--- src/rtl/bpc_pkg.sv ---
package bpc_pkg;

    typedef enum logic [3:0] {
        C_NOP  = 4'd0,
        C_ACT  = 4'd1,
        C_PRE  = 4'd2,
        C_RD   = 4'd3,
        C_WR   = 4'd4,
        C_RDA  = 4'd5,
        C_WRA  = 4'd6,
        C_PREA = 4'd7,
        C_REFA = 4'd8
    } bcmd_e;

    localparam int POL_OPEN         = 0;
    localparam int POL_CLOSED       = 1;
    localparam int POL_OPEN_ADAPT   = 2;
    localparam int POL_CLOSED_ADAPT = 3;

    typedef struct packed {
        logic more_req;
        logic more_hit;
        logic blocked;
        logic sleeping;
    } qhint_t;

    function automatic logic is_rank_cmd(bcmd_e c);
        return (c == C_PREA) || (c == C_REFA);
    endfunction

    function automatic logic closes_row(bcmd_e c);
        return (c == C_PRE) || (c == C_RDA) || (c == C_WRA) || (c == C_PREA);
    endfunction

    function automatic logic op_legal(logic [1:0] op);
        return op[1] == 1'b0;
    endfunction

    // decides the auto-precharge choice for a row hit
    function automatic logic want_auto(int pol, qhint_t h);
        case (pol)
            POL_CLOSED:       return 1'b1;
            POL_OPEN_ADAPT:   return h.more_req && !h.more_hit;
            POL_CLOSED_ADAPT: return !h.more_hit;
            default:          return 1'b0;
        endcase
    endfunction

    function automatic bcmd_e col_cmd(logic is_wr, logic auto_pre);
        if (is_wr) return auto_pre ? C_WRA : C_WR;
        return auto_pre ? C_RDA : C_RD;
    endfunction

endpackage

--- src/rtl/bpc_state_trk.sv ---
module bpc_state_trk
    import bpc_pkg::*;
#(
    parameter int ROW_W    = 14,
    parameter int BANK_W   = 3,
    parameter int BANK_IDX = 0
) (
    input  logic              clk,
    input  logic              rst,
    input  logic              iss_valid,
    input  bcmd_e             iss_cmd,
    input  logic [BANK_W-1:0] iss_bank,
    input  logic [ROW_W-1:0]  act_row,
    input  logic              err_now,
    output logic              is_open,
    output logic [ROW_W-1:0]  row_q,
    output logic              err_q
);
    localparam logic [BANK_W-1:0] MY_BANK = BANK_W'(BANK_IDX);

    logic applies;
    assign applies = iss_valid && (is_rank_cmd(iss_cmd) || (iss_bank == MY_BANK));

    always_ff @(posedge clk) begin
        if (rst) begin
            is_open <= 1'b0;
            row_q   <= '0;
        end else if (applies) begin
            if (iss_cmd == C_ACT) begin
                is_open <= 1'b1;
                row_q   <= act_row;
            end else if (closes_row(iss_cmd)) begin
                is_open <= 1'b0;
            end
        end
    end

    always_ff @(posedge clk) begin
        if (rst) err_q <= 1'b0;
        else     err_q <= err_q | err_now;
    end

endmodule

--- src/rtl/bpc_policy_pick.sv ---
module bpc_policy_pick
    import bpc_pkg::*;
#(
    parameter int POLICY = POL_OPEN,
    parameter int ROW_W  = 14
) (
    input  logic             req_valid,
    input  logic [1:0]       req_op,
    input  logic [ROW_W-1:0] req_row,
    input  qhint_t           hint,
    input  logic             is_open,
    input  logic [ROW_W-1:0] row_q,
    output bcmd_e            cmd,
    output logic             err_now
);
    logic active, hit, col_path, miss_path, miss_err, bad_op;

    assign active    = req_valid && !hint.sleeping;
    assign hit       = (req_row == row_q);
    // column decision: row hit, or the close-after-access scheme which ignores the row
    assign col_path  = active && is_open && (hit || (POLICY == POL_CLOSED));
    assign miss_path = active && is_open && !col_path;
    assign bad_op    = col_path && !op_legal(req_op);

    generate
        if (POLICY == POL_CLOSED_ADAPT) begin : g_miss_err
            assign miss_err = miss_path && !hint.blocked;
        end else begin : g_miss_ok
            assign miss_err = 1'b0;
        end
    endgenerate

    assign err_now = bad_op || miss_err;

    always_comb begin
        cmd = C_NOP;
        if (active && !is_open) begin
            if (!hint.blocked) cmd = C_ACT;
        end else if (col_path) begin
            if (!bad_op) cmd = col_cmd(req_op[0], want_auto(POLICY, hint));
        end else if (miss_path) begin
            if (!hint.blocked && (POLICY != POL_CLOSED_ADAPT)) cmd = C_PRE;
        end
    end

endmodule

--- src/rtl/bpc_time_tag.sv ---
module bpc_time_tag
    import bpc_pkg::*;
#(
    parameter int TIME_W = 16
) (
    input  bcmd_e             cmd,
    input  logic [TIME_W-1:0] chk_time,
    input  logic [TIME_W-1:0] now_time,
    output logic [TIME_W-1:0] tag_time,
    output logic              ready
);
    logic none;
    assign none     = (cmd == C_NOP);
    assign tag_time = none ? '1 : chk_time;
    assign ready    = !none && (tag_time == now_time);
endmodule

--- src/rtl/bank_page_ctl.sv ---
module bank_page_ctl
    import bpc_pkg::*;
#(
    parameter int POLICY          = POL_OPEN,
    parameter int ROW_W           = 14,
    parameter int TIME_W          = 16,
    parameter int NUM_BANKS       = 8,
    parameter int BANKS_PER_GROUP = 4,
    parameter int BANK_IDX        = 5,
    localparam int BANK_W   = (NUM_BANKS > 1) ? $clog2(NUM_BANKS) : 1,
    localparam int NUM_GRPS = NUM_BANKS / BANKS_PER_GROUP,
    localparam int GRP_W    = (NUM_GRPS > 1) ? $clog2(NUM_GRPS) : 1
) (
    input  logic              clk,
    input  logic              rst,
    input  logic              req_valid,
    input  logic [1:0]        req_op,
    input  logic [ROW_W-1:0]  req_row,
    input  logic              more_req,
    input  logic              more_hit,
    input  logic              blocked,
    input  logic              sleeping,
    input  logic [TIME_W-1:0] now_time,
    input  logic [TIME_W-1:0] chk_time,
    input  logic              iss_valid,
    input  logic [3:0]        iss_cmd,
    input  logic [BANK_W-1:0] iss_bank,
    output logic [3:0]        prop_cmd,
    output logic [TIME_W-1:0] prop_time,
    output logic              prop_ready,
    output logic [GRP_W-1:0]  bank_group,
    output logic              bank_open,
    output logic [ROW_W-1:0]  open_row,
    output logic              err_flag
);
    localparam int GROUP_IDX = BANK_IDX / BANKS_PER_GROUP;

    qhint_t hint;
    bcmd_e  pick_cmd;
    logic   err_now;

    assign hint = '{more_req: more_req, more_hit: more_hit,
                    blocked: blocked, sleeping: sleeping};

    bpc_state_trk #(.ROW_W(ROW_W), .BANK_W(BANK_W), .BANK_IDX(BANK_IDX)) u_state (
        .clk       (clk),
        .rst       (rst),
        .iss_valid (iss_valid),
        .iss_cmd   (bcmd_e'(iss_cmd)),
        .iss_bank  (iss_bank),
        .act_row   (req_row),
        .err_now   (err_now),
        .is_open   (bank_open),
        .row_q     (open_row),
        .err_q     (err_flag)
    );

    bpc_policy_pick #(.POLICY(POLICY), .ROW_W(ROW_W)) u_pick (
        .req_valid (req_valid),
        .req_op    (req_op),
        .req_row   (req_row),
        .hint      (hint),
        .is_open   (bank_open),
        .row_q     (open_row),
        .cmd       (pick_cmd),
        .err_now   (err_now)
    );

    bpc_time_tag #(.TIME_W(TIME_W)) u_time (
        .cmd      (pick_cmd),
        .chk_time (chk_time),
        .now_time (now_time),
        .tag_time (prop_time),
        .ready    (prop_ready)
    );

    assign prop_cmd   = pick_cmd;
    assign bank_group = GRP_W'(GROUP_IDX);

endmodule

--- config.mk ---
export PLATFORM = sky130hd
export DESIGN_NAME = bank_page_ctl
export DESIGN_NICKNAME = d
export VERILOG_FILES = /design/src/rtl/bpc_pkg.sv /design/src/rtl/bpc_state_trk.sv /design/src/rtl/bpc_policy_pick.sv /design/src/rtl/bpc_time_tag.sv /design/src/rtl/bank_page_ctl.sv
export SDC_FILE = /design/constraint.sdc
export NUM_CORES = 1
export LEC_CHECK = 0
export BUFFER_PORTS_ARGS = -buffer_cell sky130_fd_sc_hd__buf_2
export CAP_MARGIN = 20
export CORE_ASPECT_RATIO = 0.7
export CORE_MARGIN = 4
export CORE_UTILIZATION = 45
export CTS_BUF_LIST = sky130_fd_sc_hd__clkbuf_8
export DETAILED_ROUTE_END_ITERATION = 10
export GPL_ROUTABILITY_DRIVEN = 0
export PLACE_DENSITY_LB_ADDON = 0.1
export SLEW_MARGIN = 30
export SYNTH_ARGS = -nofsm -noshare
export SYNTH_HDL_FRONTEND = slang
export SYNTH_HIERARCHICAL = 1
export SYNTH_SLANG_ARGS = --single-unit
--- constraint.sdc ---
create_clock -name clk -period 3.5 [get_ports clk]
set_clock_uncertainty 0.05 [all_clocks]
set_input_delay 0.175 -clock clk [delete_from_list [all_inputs] [get_ports clk]]
set_output_delay 0.175 -clock clk [all_outputs]
set_load 0.02 [all_outputs]
==> impl_results.md, run 1 <==
- Syn_area_per_cell: 7.86 um^2
- Setup TNS: 0 ns
- Worst EP required: 3.27 ns
- Post-synth EDFFs: 0
- Largest area contributor in the netlist: dfxtp_1
- Crit path from: u_state/row_q[4]$_SDFFE_PP0P_
- CP Max Fanout: 29
- Die area: 4080 um^2
- CP Launch Type: flop
- Post-synthesis sequential area ratio: 22.9%
- Io pins: 101
- Share of cells above drive strength 1: 47.2%
- Number of port buffers: 96
- Post-place setup slack: 0.532 ns
- Area delta synth->final: 38.1%
- Yosys Warn Count: 6
- Fmax: 321 MHz
- Yosys top cell area share: 22.9%
- Reg clk slew, reported paths: 0.06 ns
- Drc violations: 0
- Crit end category: primary output
- Cell Area, Synth: 1400 um^2
- Initial antenna violation count: 0
- Router iterations before antenna repair: 4
- Clock tree buffer depth: 2
- Worst VDD drop: 223 uV
- Leading post-synthesis cells by cell area: dfxtp_1 23%, xor2_1 15%, nand4_1 6.7%, or2_2 5.8%, a21oi_1 5.0%
- Cell family with most CP delay: simple AND/OR/NAND/NOR gates
- Final worst-path cycle share: 88.9%
- First-pass GRT wire length: 5830 um
- Synth cell types: 43
- Inserted Diodes: 0
- Slew @ Worst Pin: 0.660 ns
- Run status: finished clean
- Worst path buffer plus inverter count: 3
- Period minus WS final: 3.11 ns
- Post-synthesis xor/xnor area fraction: 15.0%
- Post-Synth Simple-Gate Area: 35.2%
- Vias in the first global route: 1324
- Hold Fails Final Rpt: 0
- Post-synthesis adder-cell area fraction: 0%
- Top-count cell post-synth: xor2_1
- Dpl hpwl: 3190 um
- CP cell instances: xor2_1 -> nor4_1 -> nand4_1 -> buf_4 -> nor4b_4 -> nor4_4 -> buf_4 -> nor4_1 -> a31oi_1 -> a22oi_1 -> and4_1 -> buf_2
- Remaining Overflow, GRT: 0
- Largest net degree at the start of global routing: 30
- Max-cap viol count: 0
- Primary FF master, synth: dfxtp_1
- Hold-fix buffer count after cts: 0
- Starting Density: 48.5%
- CTS Buf Count: 3
- Total Wirelength: 3990 um
- Via count: 1601
- Crit path DAT: 2.89 ns
- Filler Cell Count: 269
- FFs w/ async S/R, synth: 0%
- CTS sink cnt: 16
- Vias/cell: 5.28
- Post-synthesis compound-gate area fraction: 18.2%
- Core Footprint: 2880 um^2
- CP max stage delay: 0.38 ns
- Yosys reg bits: 16
- Slew margin rel.: 55.8%
- Pwr/cell area: 253 nW/um^2
- Cell Rows: 16
- Final slew viol count: 0
- Slowest cell on the critical path: nor4_1
- Final nets: 331
- Iteration-0 DRC Markers: 74
- Final Hold Slack: 0.149 ns
- Fin worst setup slack: 0.387 ns
- Hold_sp: req_row[1]
- Clock Latency Late Sink: 0.25 ns
- Cells after synthesis: 178
- CTS H-tree depth: 1
- Horiz. Die Dim: 74.6 um
- Net Count, Synth: 241
- Leakage power: 0.920 nW
- Post-synth top cells: 24 x xor2_1, 16 x dfxtp_1, 15 x nand4_1
- Root Buffer: clkbuf_8
- Post-route ant nets: 0
- Worst R2R Start: u_state/row_q[4]$_SDFFE_PP0P_
- # setup viols final: 0
- RSZ-0062 raised after global routing: false
- CTS tree: built
- Hold/Removal Path Class: input pin to flop
- Mux cell area share after synthesis: 0.716%
- Die H: 54.6 um
- Critical path class: flop to primary output
- Global Route Usage Sum: 18.5%
- Largest family of logic cells by synthesized area: simple AND/OR/NAND/NOR gates
- Post-DR wirelength/cell: 13.2 um
## state kept, by name, summed over array words and instances, names as in the netlist
| register | cells |
|---|---|
| u_state/is_open | 1 |
| u_state/err_q | 1 |
| u_state/row_q | 14 |
## worst register-to-register path, stage by stage, from the launching register on
cell	delay, ns
dfxtp_1	0.33
xor2_1	0.16
nor4_1	0.38
nand4_1	0.14
buf_4	0.18
nor3_1	0.18
nor2_1	0.07
nor2_1	0.07
## what timing repair did
item	4_1_cts	5_1_grt
resized for setup	0	2
endpoints found under the setup margin	0	1
hold endpoints to repair	0	0
setup buffers	0	1
## per-stage QoR
step           cells  util [%]  power [mW]  instance area [um^2]
3_5_place_dp     298      64.3       0.330                  1850
5_1_grt          303      67.0       0.523                  1930
6_report         303      67.0       0.489                  1930
2_1_floorplan    178         -       0.268                  1400
4_1_cts          302      66.2       0.495                  1910
3_3_place_gp     298      64.3       0.329                  1850
## report_power, final
group          switching (mW)  leakage [nW]  internal [mW]  total, mW
combinational          0.0816         0.763         0.0625      0.144
sequential           0.000371         0.129          0.183      0.183
clock                  0.0627        0.0288         0.0998      0.162
## path summary, 6_finish.rpt
| kind | end | slack [ns] | cells past startpoint |
|---|---|---|---|
| max | prop_ready | 0.39 | 12 |
| min | u_state/row_q[1]$_SDFFE_PP0P_ | 0.15 | 3 |
| max reg2reg | u_state/err_q$_SDFF_PP0_ | 1.88 | 7 |
| min reg2reg | u_state/err_q$_SDFF_PP0_ | 0.41 | 2 |
## kinds of logic (layout without fill, tap and decap cells)
| kind of cell | Yosys count | in the layout |
|---|---|---|
| DFF | 16 | 16 |
| and+or+nand+nor | 73 | 73 |
| xor gates and xnor gates | 24 | 24 |
| buffers and inverters | 20 | 109 |
| muxes | 1 | 1 |
| other | 2 | 2 |
| AOI/OAI and AO/OA | 42 | 42 |
## routing by layer
metal,track usage [%],vias to the layer above,wire length [um]
li1,-,827,-
met1,26.5,715,1860
met2,27.6,57,1770
met3,5.32,2,350
met4,3.25,0,10
met5,0,-,0
## layout make-up
class | count | area, um^2 | share of cell area, %
inverter | 7 | 26.3 | 1.36
clock buffer | 4 | 55.1 | 2.85
tap | 36 | 45.0 | 2.33
timing repair buffer | 98 | 495 | 25.6
sequential | 16 | 320 | 16.6
multi-input combinational | 142 | 990 | 51.2
## cells in the final DEF, fill, tap and decap left out, types with 3 or more instances in the layout
cell,Yosys,routed
a31oi_1,4,4
or2_2,13,13
nor2_1,6,6
nor4_1,8,8
xor2_1,24,24
o21ai_1,14,14
inv_1,7,7
dfxtp_1,16,16
buf_2,5,96
nand4_1,15,15
and2_1,4,4
nand2_1,3,3
o211ai_1,3,3
clkbuf_8,0,4
nor3_1,5,5
a21oi_1,14,14
No activity file was read; power rests on OpenSTA's default activity.
==> run 2: changes to the inputs <==
- clock period: 3.5 -> 3.7 ns (I/O delays scaled with it)
==> impl_results.md, run 2 (synthesized netlist as in run 1, its figures left out) <==
- Switching part of the total: 29.9%
- Max-cap viol count: 0
- Fin worst setup slack: 0.432 ns
- Period minus WS final: 3.27 ns
- Slew @ Worst Pin: 0.702 ns
- Max reg flops: 14
- Io pins: 101
- Core Footprint: 2880 um^2
- Worst VDD drop: 157 uV
- Router iterations before antenna repair: 4
- Iteration-0 DRC Markers: 63
- # setup viols final: 0
- Global Route met3 Usage: 5.14%
- Die area: 4080 um^2
- Placed Area: 1850 um^2
- Run status: finished clean
- Starting Density: 48.5%
- Worst hold endpoint: u_state/row_q[0]$_SDFFE_PP0P_
- Hold_sp: req_row[0]
- RR Endpoint: u_state/err_q$_SDFF_PP0_
- Reg clk slew, reported paths: 0.06 ns
- Global Route Usage Sum: 18.7%
- Die H: 54.6 um
- Internal: 0.326 mW
- Commonest cells after routing, fill and taps aside: 96 x buf_2, 24 x xor2_1, 16 x dfxtp_1, 15 x nand4_1
- Setup TNS: 0 ns
- Crit end category: primary output
- Critical path class: flop to primary output
- Hold/Removal Path Class: input pin to flop
- Final slew viol count: 0
- Initial antenna violation count: 0
- Share of cells above drive strength 1: 46.6%
- Via count: 1609
- Total power: 0.465 mW
- Dpl hpwl: 3220 um
- Clock Latency Late Sink: 0.25 ns
- Number of port buffers: 96
- GR Util met2: 28.6%
- Root Buffer: clkbuf_8
- Vias in the first global route: 1311
- Net Sw Power: 0.139 mW
- Post-place setup slack: 0.695 ns
- First-pass GRT wire length: 5910 um
- Slew margin rel.: 53.0%
- Area delta synth->final: 36.7%
- Clock tree buffer depth: 2
- GRT Max-Usage Layer: met2
- Slowest cell on the critical path: nor4b_2
- Seq pwr share: 37.2%
- Post-DR wirelength/cell: 13.5 um
- Met1 Use GR: 27.0%
- Reg with most FFs: u_state/row_q
- Crit path from: u_state/row_q[4]$_SDFFE_PP0P_
- CTS Buf Count: 3
- Commonest non-fill, non-tap cell in the layout: buf_2
- CTS tree: built
- Fmax: 306 MHz
- Clock share of power: 33.4%
- CP max stage delay: 0.45 ns
- Crit path DAT: 3.03 ns
- Final Instance Area: 1910 um^2
- CP cell instances: xor2_1 -> nor4_1 -> nand4_1 -> nor4b_2 -> nor4_4 -> buf_4 -> nor4_1 -> a31oi_1 -> a22oi_1 -> and4_1 -> buf_2
- Vias/cell: 5.33
- Largest regs: u_state/row_q x14, u_state/err_q x1, u_state/is_open x1
- Post-cts sizing count: 0
- CTS H-tree depth: 1
- Largest net degree at the start of global routing: 30
- CP Max Fanout: 29
- Remaining Overflow, GRT: 0
- Hold path depth: 3
- Worst EP required: 3.46 ns
- Cell Rows: 16
- Postcts setup bufs: 0
- Pwr/cell area: 243 nW/um^2
- Drc violations: 0
- Logic pwr share: 29.4%
- Worst Reg-to-Reg Cells: 6
- Hold Fails Final Rpt: 0
- CTS sink cnt: 16
- Post-route ant nets: 0
- Horiz. Die Dim: 74.6 um
- Total Wirelength: 4090 um
- Final worst-path cycle share: 88.3%
- Inserted Diodes: 0
- CP Launch Type: flop
- Worst R2R Start: u_state/row_q[4]$_SDFFE_PP0P_
- R2R Setup Slk: 2.04 ns
- Most frequent CP cell: nor4_1
- Hold-fix buffer count after cts: 0
- Leakage power: 0.913 nW
- Final nets: 330
- RSZ-0062 raised after global routing: false
run 2: changes by cell type in the layout (fill, tap and decap cells not counted):
cell	before	now
buf_4	2	1
mux2i_1	0	1
mux2i_2	1	0
nor4b_2	0	1
nor4b_4	1	0
run 2: layout make-up:
class / instances / area (um^2)
multi-input combinational: 142 / 977
fill: 282 / 971
timing repair buffer: 97 / 488
sequential: 16 / 320
clock buffer: 4 / 55.1
tap: 36 / 45.0
inverter: 7 / 26.3
run 2: worst max-delay path by stage:
stage                     cells past startpoint  slack [ns]    endpoint
after global placement                       11        0.75  prop_ready
after CTS                                    11        0.41  prop_ready
after floorplan                              10        0.78  prop_ready
after global routing                         11         0.1  prop_ready
final                                        11        0.43  prop_ready
after detailed placement                     11        0.70  prop_ready
run 2: routing by layer:
| layer | vias to the layer above | routed length, um |
|---|---|---|
| met5 | - | 0 |
| met4 | 0 | 0 |
| met1 | 712 | 1880 |
| li1 | 825 | - |
| met3 | 0 | 424 |
| met2 | 72 | 1780 |
run 2: stage by stage:
step                      utilization (%)  hold WS, ns  instances
after global routing                 66.3        0.157        302
after global placement               64.3        0.396        298
final                                66.3        0.159        302
after CTS                            66.2        0.154        302
after detailed placement             64.3        0.406        298
after floorplan                         -        0.289        178
run 2: worst max-delay path: cells and delay by family (launching register included):
kind / cells / cell delay (ns)
and+or+nand+nor: 6 / 1.64
DFF: 1 / 0.33
buffers and inverters: 2 / 0.38
xor gates and xnor gates: 1 / 0.16
AOI/OAI and AO/OA: 2 / 0.27
run 2: power groups by stage:
stage	logic (mW)	registers, mW	clock network, mW
2_1_floorplan	0.0767	0.177	0
3_3_place_gp	0.135	0.177	0
3_5_place_dp	0.136	0.177	0
4_1_cts	0.137	0.173	0.160
5_1_grt	0.150	0.173	0.171
6_report	0.137	0.173	0.155
==> run 3: changes to the inputs <==
- CORE_MARGIN: 4 -> 8
- CORE_UTILIZATION: 45 -> 38
- TNS_END_PERCENT: unset -> 100
- clock period: 3.7 -> 2.7 ns (I/O delays scaled with it)
==> impl_results.md, run 3 (synthesized netlist as in run 1, its figures left out) <==
- # setup viols final: 1
- Commonest non-fill, non-tap cell in the layout: buf_2
- Filler Cell Count: 355
- Clock Latency Late Sink: 0.25 ns
- Top Metal Used: met4
- Global Route Usage Sum: 14.3%
- Hold-fix buffer count after cts: 0
- Crit end category: primary output
- Post-DR wirelength/cell: 13.8 um
- Total Wirelength: 4490 um
- Fin worst setup slack: -0.254 ns
- Hold Fails Final Rpt: 0
- DP Cell Count: 319
- R2R Setup Slk: 1.17 ns
- CTS Buf Count: 3
- Failing checks: setup timing
- Run status: finished with violations
- Initial antenna violation count: 0
- Largest regs: u_state/row_q x14, u_state/err_q x1, u_state/is_open x1
- Area delta synth->final: 48.8%
- Worst hold endpoint: u_state/row_q[1]$_SDFFE_PP0P_
- Util after Layout: 58.9%
- Starting Density: 39.6%
- Remaining Overflow, GRT: 0
- Die H: 66.8 um
- CP Launch Type: flop
- Iteration-0 DRC Markers: 86
- CTS H-tree depth: 1
- Core Footprint: 3540 um^2
- Hold_sp: req_row[1]
- Io pins: 101
- Share of cells above drive strength 1: 54.5%
- Reg with most FFs: u_state/row_q
- Met1 Routed Length: 1960 um
- Routed wl met2: 2080 um
- Via count: 1626
- Hold path depth: 3
- Root Buffer: clkbuf_8
- Inserted Diodes: 0
- Total power: 0.649 mW
- Leakage power: 0.976 nW
- Slew @ Worst Pin: 0.677 ns
- Final slew viol count: 0
- Vias in the first global route: 1528
- Placed Area: 1980 um^2
- Worst EP required: 2.52 ns
- Horiz. Die Dim: 88.5 um
- Post-route ant nets: 0
- Commonest cells after routing, fill and taps aside: 95 x buf_2, 24 x xor2_1, 15 x nand4_1, 14 x o21ai_1, 14 x a21oi_1
- CTS sink cnt: 16
- Crit path DAT: 2.77 ns
- Post-place setup slack: -0.0591 ns
- Largest net degree at the start of global routing: 28
- Final instance count without filler cells: 325
- RSZ-0062 raised after global routing: true
- First-pass GRT wire length: 6890 um
- WL met3: 445 um
- Drc violations: 0
- Router iterations before antenna repair: 4
- Pwr/cell area: 312 nW/um^2
- Reg clk slew, reported paths: 0.06 ns
- Hold/Removal Path Class: input pin to flop
- Clock tree buffer depth: 2
- Worst R2R Start: u_state/row_q[8]$_SDFFE_PP0P_
- Cell Rows: 18
- Die area: 5910 um^2
- Fmax: 339 MHz
- Dpl hpwl: 3640 um
- Final Instance Area: 2080 um^2
- RR Endpoint: u_state/err_q$_SDFF_PP0_
- Max reg flops: 14
- Final worst-path cycle share: 109%
- Slew margin rel.: 54.6%
- Critical path class: flop to primary output
- Vias/cell: 5.00
- Worst Reg-to-Reg Cells: 7
- Final nets: 339
- CTS tree: built
- Max-cap viol count: 0
- Worst VDD drop: 244 uV
- CP Max Fanout: 27
- Number of port buffers: 96
- Period minus WS final: 2.95 ns
[run 3: cell types whose count changed in the layout (fill, tap and decap cells not counted), moves of 2 or more]
cell / previous run / this run
dfxtp_2: 0 / 9
nor4_1: 8 / 5
nor4_2: 0 / 3
dfxtp_1: 16 / 7
nor2_1: 6 / 4
buf_6: 0 / 3
buf_4: 1 / 7
nor2_2: 1 / 3
[run 3: how the worst max path moves through the flow]
stage	startpoint	to	slack [ns]	cells after the start
finish	u_state/row_q[8]$_SDFFE_PP0P_	prop_ready	-0.25	12
global route	u_state/row_q[3]$_SDFFE_PP0P_	prop_ready	-0.40	12
CTS	u_state/row_q[8]$_SDFFE_PP0P_	prop_ready	-0.26	12
detailed placement	u_state/row_q[10]$_SDFFE_PP0P_	prop_ready	-0.06	12
global placement	u_state/row_q[10]$_SDFFE_PP0P_	prop_ready	-0.03	12
floorplan	u_state/row_q[3]$_SDFFE_PP0P_	prop_ready	0.01	10
[run 3: cell type report]
class,instances,area [um^2],area share (%)
Inverter,7,26.3,1.26
Tap cell,50,62.6,3.00
Multi-Input combinational cell,142,1020,49.2
Sequential cell,16,332,15.9
Timing Repair Buffer,106,582,27.9
Clock buffer,4,55.1,2.64
[run 3: power by group]
part           total [mW]  internal, mW  leakage [nW]  switching, mW
Sequential          0.237         0.236         0.133       0.000460
Clock               0.212         0.129        0.0288         0.0829
Combinational       0.199        0.0877         0.814          0.112
[run 3: repair_timing]
action | 4_1_cts | 5_1_grt
buffers inserted | 1 | 1
gates resized for setup | 7 | 2
setup endpoints to repair | 2 | 2
pin swaps | 2 | 1
[run 3: metal layers]
layer  global-route usage (%)  vias up
li1                         -      844
met1                     17.7      721
met2                     24.1       59
met3                     4.67        2
met4                     1.89        0
met5                        0        -
[run 3: stage by stage]
stage	hold WS (ns)	setup TNS (ns)
final	0.0992	-0.254
after global routing	0.0922	-0.514
after CTS	0.0944	-0.264
after detailed placement	0.363	-0.0591
after global placement	0.366	-0.0252
after floorplan	0.232	0
[run 3: critical path: stages, from the launching register on]
cell and delay (ns):
dfxtp_2 0.33, xor2_1 0.16, nor4_1 0.30, nand4_1 0.17, buf_6 0.17, nor4b_4 0.34, nor4_4 0.07, buf_12 0.16
nor4_2 0.20, a31oi_1 0.06, a22oi_1 0.19, and4_4 0.24, buf_6 0.11
